### src/rtl/pmap_pkg.sv
package pmap_pkg;

    localparam int FLAG_W    = 3;
    localparam int RPN_W     = 13;
    localparam int ENTRY_W   = 16;
    localparam int RPN_LO_W  = 4;
    localparam int RPN_HI_W  = RPN_W - RPN_LO_W;
    localparam int FLAG_LSB  = RPN_HI_W;
    localparam int RPN_LO_LSB = FLAG_LSB + FLAG_W;

    typedef enum logic [1:0] {
        OP_SET_MAP   = 2'b00,
        OP_SET_FLAGS = 2'b01,
        OP_GET_FLAGS = 2'b10,
        OP_NOP       = 2'b11
    } pmap_op_e;

    localparam logic [FLAG_W-1:0] FLAGS_VACANT = 3'b110;

    typedef struct packed {
        logic [FLAG_W-1:0] flags;
        logic [RPN_W-1:0]  rpn;
    } pmap_fields_t;

    function automatic logic [ENTRY_W-1:0] pack_entry(input pmap_fields_t f);
        logic [ENTRY_W-1:0] e;
        e = '0;
        e[ENTRY_W-1:RPN_LO_LSB]     = f.rpn[RPN_LO_W-1:0];
        e[RPN_LO_LSB-1:FLAG_LSB]    = f.flags;
        e[RPN_HI_W-1:0]             = f.rpn[RPN_W-1:RPN_LO_W];
        return e;
    endfunction

    function automatic pmap_fields_t unpack_entry(input logic [ENTRY_W-1:0] e);
        pmap_fields_t f;
        f.flags = e[RPN_LO_LSB-1:FLAG_LSB];
        f.rpn   = {e[RPN_HI_W-1:0], e[ENTRY_W-1:RPN_LO_LSB]};
        return f;
    endfunction

endpackage

### src/rtl/pmap_ram.sv
module pmap_ram #(
    parameter int ADDR_W = 8,
    parameter int DATA_W = 16
) (
    input  logic              clk,
    input  logic [ADDR_W-1:0] addr,
    input  logic              we,
    input  logic [DATA_W-1:0] wdata,
    output logic [DATA_W-1:0] rdata
);
    localparam int DEPTH = 1 << ADDR_W;

    logic [DATA_W-1:0] mem [DEPTH];

    always_ff @(posedge clk) begin
        if (we) begin
            mem[addr] <= wdata;
        end
        rdata <= mem[addr];
    end
endmodule

### src/rtl/pmap_merge.sv
module pmap_merge
    import pmap_pkg::*;
(
    input  logic [ENTRY_W-1:0] old_entry,
    input  logic [FLAG_W-1:0]  new_flags,
    output logic [ENTRY_W-1:0] new_entry
);
    pmap_fields_t old_f;
    pmap_fields_t res_f;

    always_comb begin
        old_f = unpack_entry(old_entry);
        res_f = old_f;
        if (old_f.flags == FLAGS_VACANT) begin
            res_f = old_f;
        end else if (new_flags == FLAGS_VACANT) begin
            res_f.flags = FLAGS_VACANT;
            res_f.rpn   = '0;
        end else begin
            res_f.flags = new_flags;
            res_f.rpn   = old_f.rpn;
        end
        new_entry = pack_entry(res_f);
    end
endmodule

### src/rtl/pmap_access_decode.sv
module pmap_access_decode
    import pmap_pkg::*;
(
    input  logic [FLAG_W-1:0] flags,
    output logic              read_ok,
    output logic              write_ok
);
    // flags = {write_protected, dirty, referenced}
    always_comb begin
        read_ok  = flags[0];
        write_ok = (flags[2:1] == 2'b01);
    end
endmodule

### src/rtl/pmap_ctrl.sv
module pmap_ctrl
    import pmap_pkg::*;
#(
    parameter int ADDR_W = 8
) (
    input  logic               clk,
    input  logic               rst_n,
    input  logic               cmd_valid,
    output logic               cmd_ready,
    input  pmap_op_e           cmd_op,
    input  logic [ADDR_W-1:0]  cmd_index,
    input  logic [RPN_W-1:0]   cmd_rpn,
    input  logic [FLAG_W-1:0]  cmd_flg,
    output logic [ADDR_W-1:0]  ram_addr,
    output logic               ram_we,
    output logic [ENTRY_W-1:0] ram_wdata,
    input  logic [ENTRY_W-1:0] ram_rdata,
    output logic [ENTRY_W-1:0] old_entry,
    output logic [FLAG_W-1:0]  req_flags,
    input  logic [ENTRY_W-1:0] merged_entry,
    output pmap_op_e           cur_op,
    output logic               rsp_valid,
    output logic [FLAG_W-1:0]  rsp_flags,
    output logic [RPN_W-1:0]   rsp_rpn
);
    typedef enum logic [1:0] {
        ST_IDLE   = 2'b00,
        ST_FETCH  = 2'b01,
        ST_COMMIT = 2'b10
    } state_e;

    state_e state_q, state_d;

    pmap_op_e          op_q;
    logic [ADDR_W-1:0] idx_q;
    logic [FLAG_W-1:0] flg_q;
    logic [ENTRY_W-1:0] old_q;
    pmap_fields_t      old_f;

    logic accept;
    logic is_lookup;

    assign accept    = cmd_valid && (state_q == ST_IDLE);
    assign is_lookup = (cmd_op == OP_SET_FLAGS) || (cmd_op == OP_GET_FLAGS);

    // next-state logic
    always_comb begin
        state_d = state_q;
        unique case (state_q)
            ST_IDLE: begin
                if (accept && is_lookup) begin
                    state_d = ST_FETCH;
                end
            end
            ST_FETCH:  state_d = ST_COMMIT;
            ST_COMMIT: state_d = ST_IDLE;
            default:   state_d = ST_IDLE;
        endcase
    end

    // state register
    always_ff @(posedge clk) begin
        if (!rst_n) begin
            state_q <= ST_IDLE;
        end else begin
            state_q <= state_d;
        end
    end

    // command and read-word capture
    always_ff @(posedge clk) begin
        if (!rst_n) begin
            op_q  <= OP_NOP;
            idx_q <= '0;
            flg_q <= '0;
            old_q <= '0;
        end else begin
            if (accept) begin
                op_q  <= cmd_op;
                idx_q <= cmd_index;
                flg_q <= cmd_flg;
            end
            if (state_q == ST_FETCH) begin
                old_q <= ram_rdata;
            end
        end
    end

    // outputs
    always_comb begin
        pmap_fields_t wr_f;
        wr_f.flags = cmd_flg;
        wr_f.rpn   = cmd_rpn;
        cmd_ready  = 1'b0;
        ram_addr   = idx_q;
        ram_we     = 1'b0;
        ram_wdata  = '0;
        rsp_valid  = 1'b0;
        unique case (state_q)
            ST_IDLE: begin
                cmd_ready = 1'b1;
                ram_addr  = cmd_index;
                if (cmd_valid && (cmd_op == OP_SET_MAP)) begin
                    ram_we    = 1'b1;
                    ram_wdata = pack_entry(wr_f);
                end
            end
            ST_FETCH: begin
                ram_addr = idx_q;
            end
            ST_COMMIT: begin
                rsp_valid = 1'b1;
                if (op_q == OP_SET_FLAGS) begin
                    ram_we    = 1'b1;
                    ram_wdata = merged_entry;
                end
            end
            default: begin
                cmd_ready = 1'b0;
            end
        endcase
    end

    assign old_f     = unpack_entry(old_q);
    assign old_entry = old_q;
    assign req_flags = flg_q;
    assign cur_op    = op_q;
    assign rsp_flags = old_f.flags;
    assign rsp_rpn   = old_f.rpn;
endmodule

### src/rtl/pmap_update_unit.sv
module pmap_update_unit
    import pmap_pkg::*;
#(
    parameter int VPN_W = 8
) (
    input  logic        clk,
    input  logic        rst_n,
    input  logic        cmd_valid,
    output logic        cmd_ready,
    input  logic [1:0]  cmd_op,
    input  logic [31:0] cmd_vpage,
    input  logic [31:0] cmd_rpage,
    input  logic [15:0] cmd_flags,
    output logic        rsp_valid,
    output logic [2:0]  rsp_flags,
    output logic [15:0] rsp_rpage,
    output logic        read_ok,
    output logic        write_ok
);
    localparam int RPAGE_PAD = 16 - RPN_W;

    logic [VPN_W-1:0]   ram_addr;
    logic               ram_we;
    logic [ENTRY_W-1:0] ram_wdata;
    logic [ENTRY_W-1:0] ram_rdata;
    logic [ENTRY_W-1:0] old_entry;
    logic [ENTRY_W-1:0] merged_entry;
    logic [FLAG_W-1:0]  req_flags;
    logic [RPN_W-1:0]   rsp_rpn;
    pmap_op_e           cur_op;
    pmap_op_e           op_in;

    logic unused_arg_bits;
    assign unused_arg_bits = ^{cmd_vpage[31:VPN_W], cmd_rpage[31:RPN_W],
                               cmd_flags[15:FLAG_W]};

    assign op_in = pmap_op_e'(cmd_op);

    pmap_ctrl #(.ADDR_W(VPN_W)) u_ctrl (
        .clk          (clk),
        .rst_n        (rst_n),
        .cmd_valid    (cmd_valid),
        .cmd_ready    (cmd_ready),
        .cmd_op       (op_in),
        .cmd_index    (cmd_vpage[VPN_W-1:0]),
        .cmd_rpn      (cmd_rpage[RPN_W-1:0]),
        .cmd_flg      (cmd_flags[FLAG_W-1:0]),
        .ram_addr     (ram_addr),
        .ram_we       (ram_we),
        .ram_wdata    (ram_wdata),
        .ram_rdata    (ram_rdata),
        .old_entry    (old_entry),
        .req_flags    (req_flags),
        .merged_entry (merged_entry),
        .cur_op       (cur_op),
        .rsp_valid    (rsp_valid),
        .rsp_flags    (rsp_flags),
        .rsp_rpn      (rsp_rpn)
    );

    pmap_ram #(.ADDR_W(VPN_W), .DATA_W(ENTRY_W)) u_ram (
        .clk   (clk),
        .addr  (ram_addr),
        .we    (ram_we),
        .wdata (ram_wdata),
        .rdata (ram_rdata)
    );

    pmap_merge u_merge (
        .old_entry (old_entry),
        .new_flags (req_flags),
        .new_entry (merged_entry)
    );

    pmap_access_decode u_decode (
        .flags    (rsp_flags),
        .read_ok  (read_ok),
        .write_ok (write_ok)
    );

    assign rsp_rpage = {{RPAGE_PAD{1'b0}}, rsp_rpn};
endmodule

### config.mk
export PLATFORM = sky130hd
export DESIGN_NAME = pmap_update_unit
export DESIGN_NICKNAME = d
export VERILOG_FILES = /design/src/rtl/pmap_pkg.sv /design/src/rtl/pmap_ram.sv /design/src/rtl/pmap_merge.sv /design/src/rtl/pmap_access_decode.sv /design/src/rtl/pmap_ctrl.sv /design/src/rtl/pmap_update_unit.sv
export SDC_FILE = /design/constraint.sdc
export NUM_CORES = 2
export LEC_CHECK = 0
export BUFFER_PORTS_ARGS = -buffer_cell sky130_fd_sc_hd__buf_2
export CAP_MARGIN = 20
export CORE_UTILIZATION = 40
export CTS_BUF_LIST = sky130_fd_sc_hd__clkbuf_16
export DETAILED_ROUTE_END_ITERATION = 6
export PLACE_DENSITY_LB_ADDON = 0.15
export SLEW_MARGIN = 15
export SYNTH_ARGS = -nofsm -noshare
export SYNTH_HDL_FRONTEND = slang
export SYNTH_SLANG_ARGS = --single-unit
export TNS_END_PERCENT = 50
### constraint.sdc
create_clock -name clk -period 17.95 [get_ports clk]
set_clock_uncertainty 0.15 [all_clocks]
set_input_delay 0.8975 -clock clk [delete_from_list [all_inputs] [get_ports clk]]
set_output_delay 0.8975 -clock clk [all_outputs]
set_load 0.02 [all_outputs]
==> results_dict.tcl <==
set metrics [dict create \
    run_status "finished with violations" \
    violations "DRC" \
    total_number_of_vias 86020 \
    synth_edf_count 4096 \
    setup_repair_after_global_routing_missed_its_margin "false" \
    post-cts-setup-buffer-count 0 \
    min-delay-path-class "in -> reg" \
    cts-buffers-inserted 427 \
    grt_remaining_overflow 0 \
    final-hold-violation-count 0 \
    drt_iter0_drcs 9744 \
    worst_ep_arrival_time_ns 7.34 \
    post_synth_main_area_contributors "sky130_fd_sc_hd__edfxtp_1 81%, sky130_fd_sc_hd__a22oi_1 10%, sky130_fd_sc_hd__a21oi_1 3.4%, sky130_fd_sc_hd__o41ai_1 1.5%, sky130_fd_sc_hd__clkbuf_1 1.1%" \
    synth_top_cell_area_share_pct 80.75 \
    route.detailed.wl_per_inst_um 31.93 \
    cts.repair.resized 0 \
    hpwlAfterDp_um 247600 \
    syn_area_per_cell_sq_um 17.54 \
    setup_viol_count_final 0 \
    cts_tree "yes" \
    numPortBuffers 48 \
    path_max_fanout 128 \
    ctsHoldBuffers 0 \
    synth_cell_types 44 \
    groute.usage.overall_pct 23.31 \
    fin_area_sq_um 174400 \
    cp_data_required_time_ns 18.70 \
    synth.yosys.warnings 0 \
    dpl-instance-area_sq_um 160600 \
    timing.final.crit_period_ns 6.592 \
    netlist_instances 8686 \
    synthFlopType "sky130_fd_sc_hd__edfxtp_1" \
    fin_tns_setup_ns 0 \
    design.final.nets 9030 \
    synthArstFlopShare_pct 0 \
    drc 2 \
    floorplan.die_area_sq_um 383300 \
    ant_nets 0 \
    syn_to_layout_area_delta_pct 14.49 \
    cp-start-kind "register" \
    initial_utilization_pct 40.20 \
    finalCritPeriodShare_pct 36.72 \
    clock-sinks 4143 \
    peak_clock_frequency_supported_by_timing_mhz 151.7 \
    cts_max_level 5 \
    drt_wl_total_um 458800 \
    worst_case_hold_slack_ns 0.08410 \
    via_per_inst 5.988 \
    overall_die_width_um 619.1 \
    clockRootBuffer "sky130_fd_sc_hd__clkbuf_16" \
    p_leak_nw 50.27 \
    tightest_slew_ns 1.396 \
    antenna_violations_before_repair 34 \
    grt_start_max_net_pins 191 \
    max-cap-violations 0 \
    grt_pass1_wl_um 639200 \
    clock_tree.buffer_depth 4 \
    clk_transition_reported_paths_ns 0.06 \
    fraction_of_layout_instances_using_a_drive_strength_above_1_pct 13.28 \
    clock_insertion_delay_worst_skew_ns 0.97 \
    via_count_of_the_first_global_routing_pass 83300 \
    mappedNetlistArea_sq_um 152300 \
    routabilityCongestion 0.7899 \
    synth.ff_latch_count 4143 \
    drt_first_pass_iters 5 \
    synth_largest_area_cell "sky130_fd_sc_hd__edfxtp_1" \
    slew_headroom_pct 6.933 \
    rows 226 \
    floorplan.die.height_um 619.1 \
    crit_type "reg -> reg" \
    powerDensity_nw_per_um2 117.8 \
    pin_count 108 \
    core_area_sq_um 378900 \
    vdd_ir_drop_max_mv 0.09474 \
    final_max_slew_viol_count 0 \
    endpoint_kind "register" \
    synth_seq_area_share_pct 81.37 \
]
## final cells by class
| type | instances | area (sq um) |
|---|---|---|
| Sequential cell | 4143 | 123900 |
| Tap cell | 5016 | 6276 |
| Inverter | 8 | 35.03 |
| Timing Repair Buffer | 489 | 3948 |
| Clock buffer | 432 | 10810 |
| Fill cell | 32290 | 204500 |
| Clock inverter | 370 | 2895 |
| Multi-Input combinational cell | 3875 | 26410 |
| Antenna cell | 33 | 82.58 |
## cells in the mapped netlist (13+ instances only)
| cell type | count |
|---|---|
| sky130_fd_sc_hd__buf_1 | 49 |
| sky130_fd_sc_hd__buf_2 | 158 |
| sky130_fd_sc_hd__nor2_1 | 262 |
| sky130_fd_sc_hd__a22oi_1 | 2048 |
| sky130_fd_sc_hd__nand2_1 | 88 |
| sky130_fd_sc_hd__clkbuf_1 | 442 |
| sky130_fd_sc_hd__a21boi_0 | 27 |
| sky130_fd_sc_hd__o41ai_1 | 256 |
| sky130_fd_sc_hd__a41oi_1 | 64 |
| sky130_fd_sc_hd__or4_1 | 17 |
| sky130_fd_sc_hd__a22o_1 | 13 |
| sky130_fd_sc_hd__a21oi_1 | 1024 |
| sky130_fd_sc_hd__edfxtp_1 | 4096 |
| sky130_fd_sc_hd__dfxtp_1 | 47 |
## logic make-up after synthesis
kind of cell	count (synthesis)	share of synthesized area [%]
simple gates	410	1.128
flops	4143	81.37
buf+inv	670	1.826
fa+ha+maj	1	0.008213
compound gates	3461	15.67
other cells	1	0.002462
## worst max-delay path, cell delays in order (launching register included)
cell and delay, ns:
sky130_fd_sc_hd__dfxtp_1 0.45, sky130_fd_sc_hd__or2_1 0.49, sky130_fd_sc_hd__inv_6 0.27, sky130_fd_sc_hd__o21ai_4 0.28
sky130_fd_sc_hd__buf_12 0.58, sky130_fd_sc_hd__buf_4 0.70, sky130_fd_sc_hd__buf_4 0.79, sky130_fd_sc_hd__buf_4 0.64
sky130_fd_sc_hd__a22oi_1 0.18, sky130_fd_sc_hd__a21oi_1 0.43, sky130_fd_sc_hd__o41ai_2 0.24, sky130_fd_sc_hd__a41oi_1 0.97
sky130_fd_sc_hd__or4_1 0.21
## per-layer routing
| metal | GRT usage [%] | vias to the layer above | share of wire [%] |
|---|---|---|---|
| met5 | 0 | - | 0.0026 |
| met4 | 7.208 | 2 | 3.1 |
| met3 | 3.170 | 553 | 6.4 |
| met2 | 37.58 | 3285 | 48 |
| met1 | 32.88 | 45290 | 42 |
| li1 | - | 36890 | - |
## placed cells by master, fill, tap and decap left out, types with 5 or more instances in the layout
cell	synthesis	layout
sky130_fd_sc_hd__a41oi_1	64	59
sky130_fd_sc_hd__clkinvlp_4	0	11
sky130_fd_sc_hd__diode_2	0	33
sky130_fd_sc_hd__edfxtp_1	4096	4096
sky130_fd_sc_hd__clkinv_1	0	114
sky130_fd_sc_hd__nand2_2	0	8
sky130_fd_sc_hd__a41oi_2	0	5
sky130_fd_sc_hd__buf_12	0	29
sky130_fd_sc_hd__nand2b_1	9	9
sky130_fd_sc_hd__o41ai_1	256	211
sky130_fd_sc_hd__a22o_4	0	13
sky130_fd_sc_hd__nor2_2	0	41
sky130_fd_sc_hd__bufinv_16	0	40
sky130_fd_sc_hd__o21a_1	6	5
sky130_fd_sc_hd__clkbuf_16	0	432
sky130_fd_sc_hd__or3_2	0	8
sky130_fd_sc_hd__a21oi_1	1024	1024
sky130_fd_sc_hd__nand2_1	88	75
sky130_fd_sc_hd__a22oi_1	2048	2048
sky130_fd_sc_hd__buf_2	158	56
sky130_fd_sc_hd__buf_8	0	5
sky130_fd_sc_hd__buf_6	4	5
sky130_fd_sc_hd__clkinv_8	0	7
sky130_fd_sc_hd__nor2_1	262	219
sky130_fd_sc_hd__buf_4	9	393
sky130_fd_sc_hd__or4_1	17	17
sky130_fd_sc_hd__clkinv_2	0	92
sky130_fd_sc_hd__inv_6	1	9
sky130_fd_sc_hd__nand3_1	7	7
sky130_fd_sc_hd__a21boi_0	27	27
sky130_fd_sc_hd__dfxtp_1	47	47
sky130_fd_sc_hd__inv_1	7	92
sky130_fd_sc_hd__o41ai_2	0	43
## report_power, final
part	total, mW	switching, mW	internal [mW]
sequential	10.6	0.0102	10.6
clock	8.64	3.70	4.94
combinational	1.32	0.951	0.373
total	20.5	4.66	15.9
## worst paths after layout
check / cells after the start / start / slack [ns] / end
min: 3 / cmd_flags[0] / 0.08 / u_ctrl.req_flags[0]
max: 12 / u_ctrl.state_q[1] / 11.36 / u_ram.rdata[14]
min reg2reg: 2 / u_ram.rdata[4] / 0.30 / u_ctrl.old_entry[4]
max reg2reg: 12 / u_ctrl.state_q[1] / 11.36 / u_ram.rdata[14]
## flip-flops by register name, indices dropped and copies added (netlist names)
signal            cells
u_ram.mem          4096
u_ctrl.old_entry     16
u_ram.rdata          16
u_ctrl.idx_q          8
u_ctrl.req_flags      3
u_ctrl.cur_op         2
u_ctrl.state_q        2
## through the flow
step | util [%] | std cells | power, mW | setup slack (ns)
final | 46.02 | 14370 | 20.54 | 11.36
after floorplan | - | 8688 | 11.57 | 11.68
after global placement | 42.32 | 13510 | 12.10 | 10.92
after detailed placement | 42.38 | 13530 | 12.11 | 10.94
after global routing | 46.02 | 14350 | 21.12 | 11.16
after CTS | 46.00 | 14330 | 20.68 | 11.29
Power figures use the tool's default switching activity.
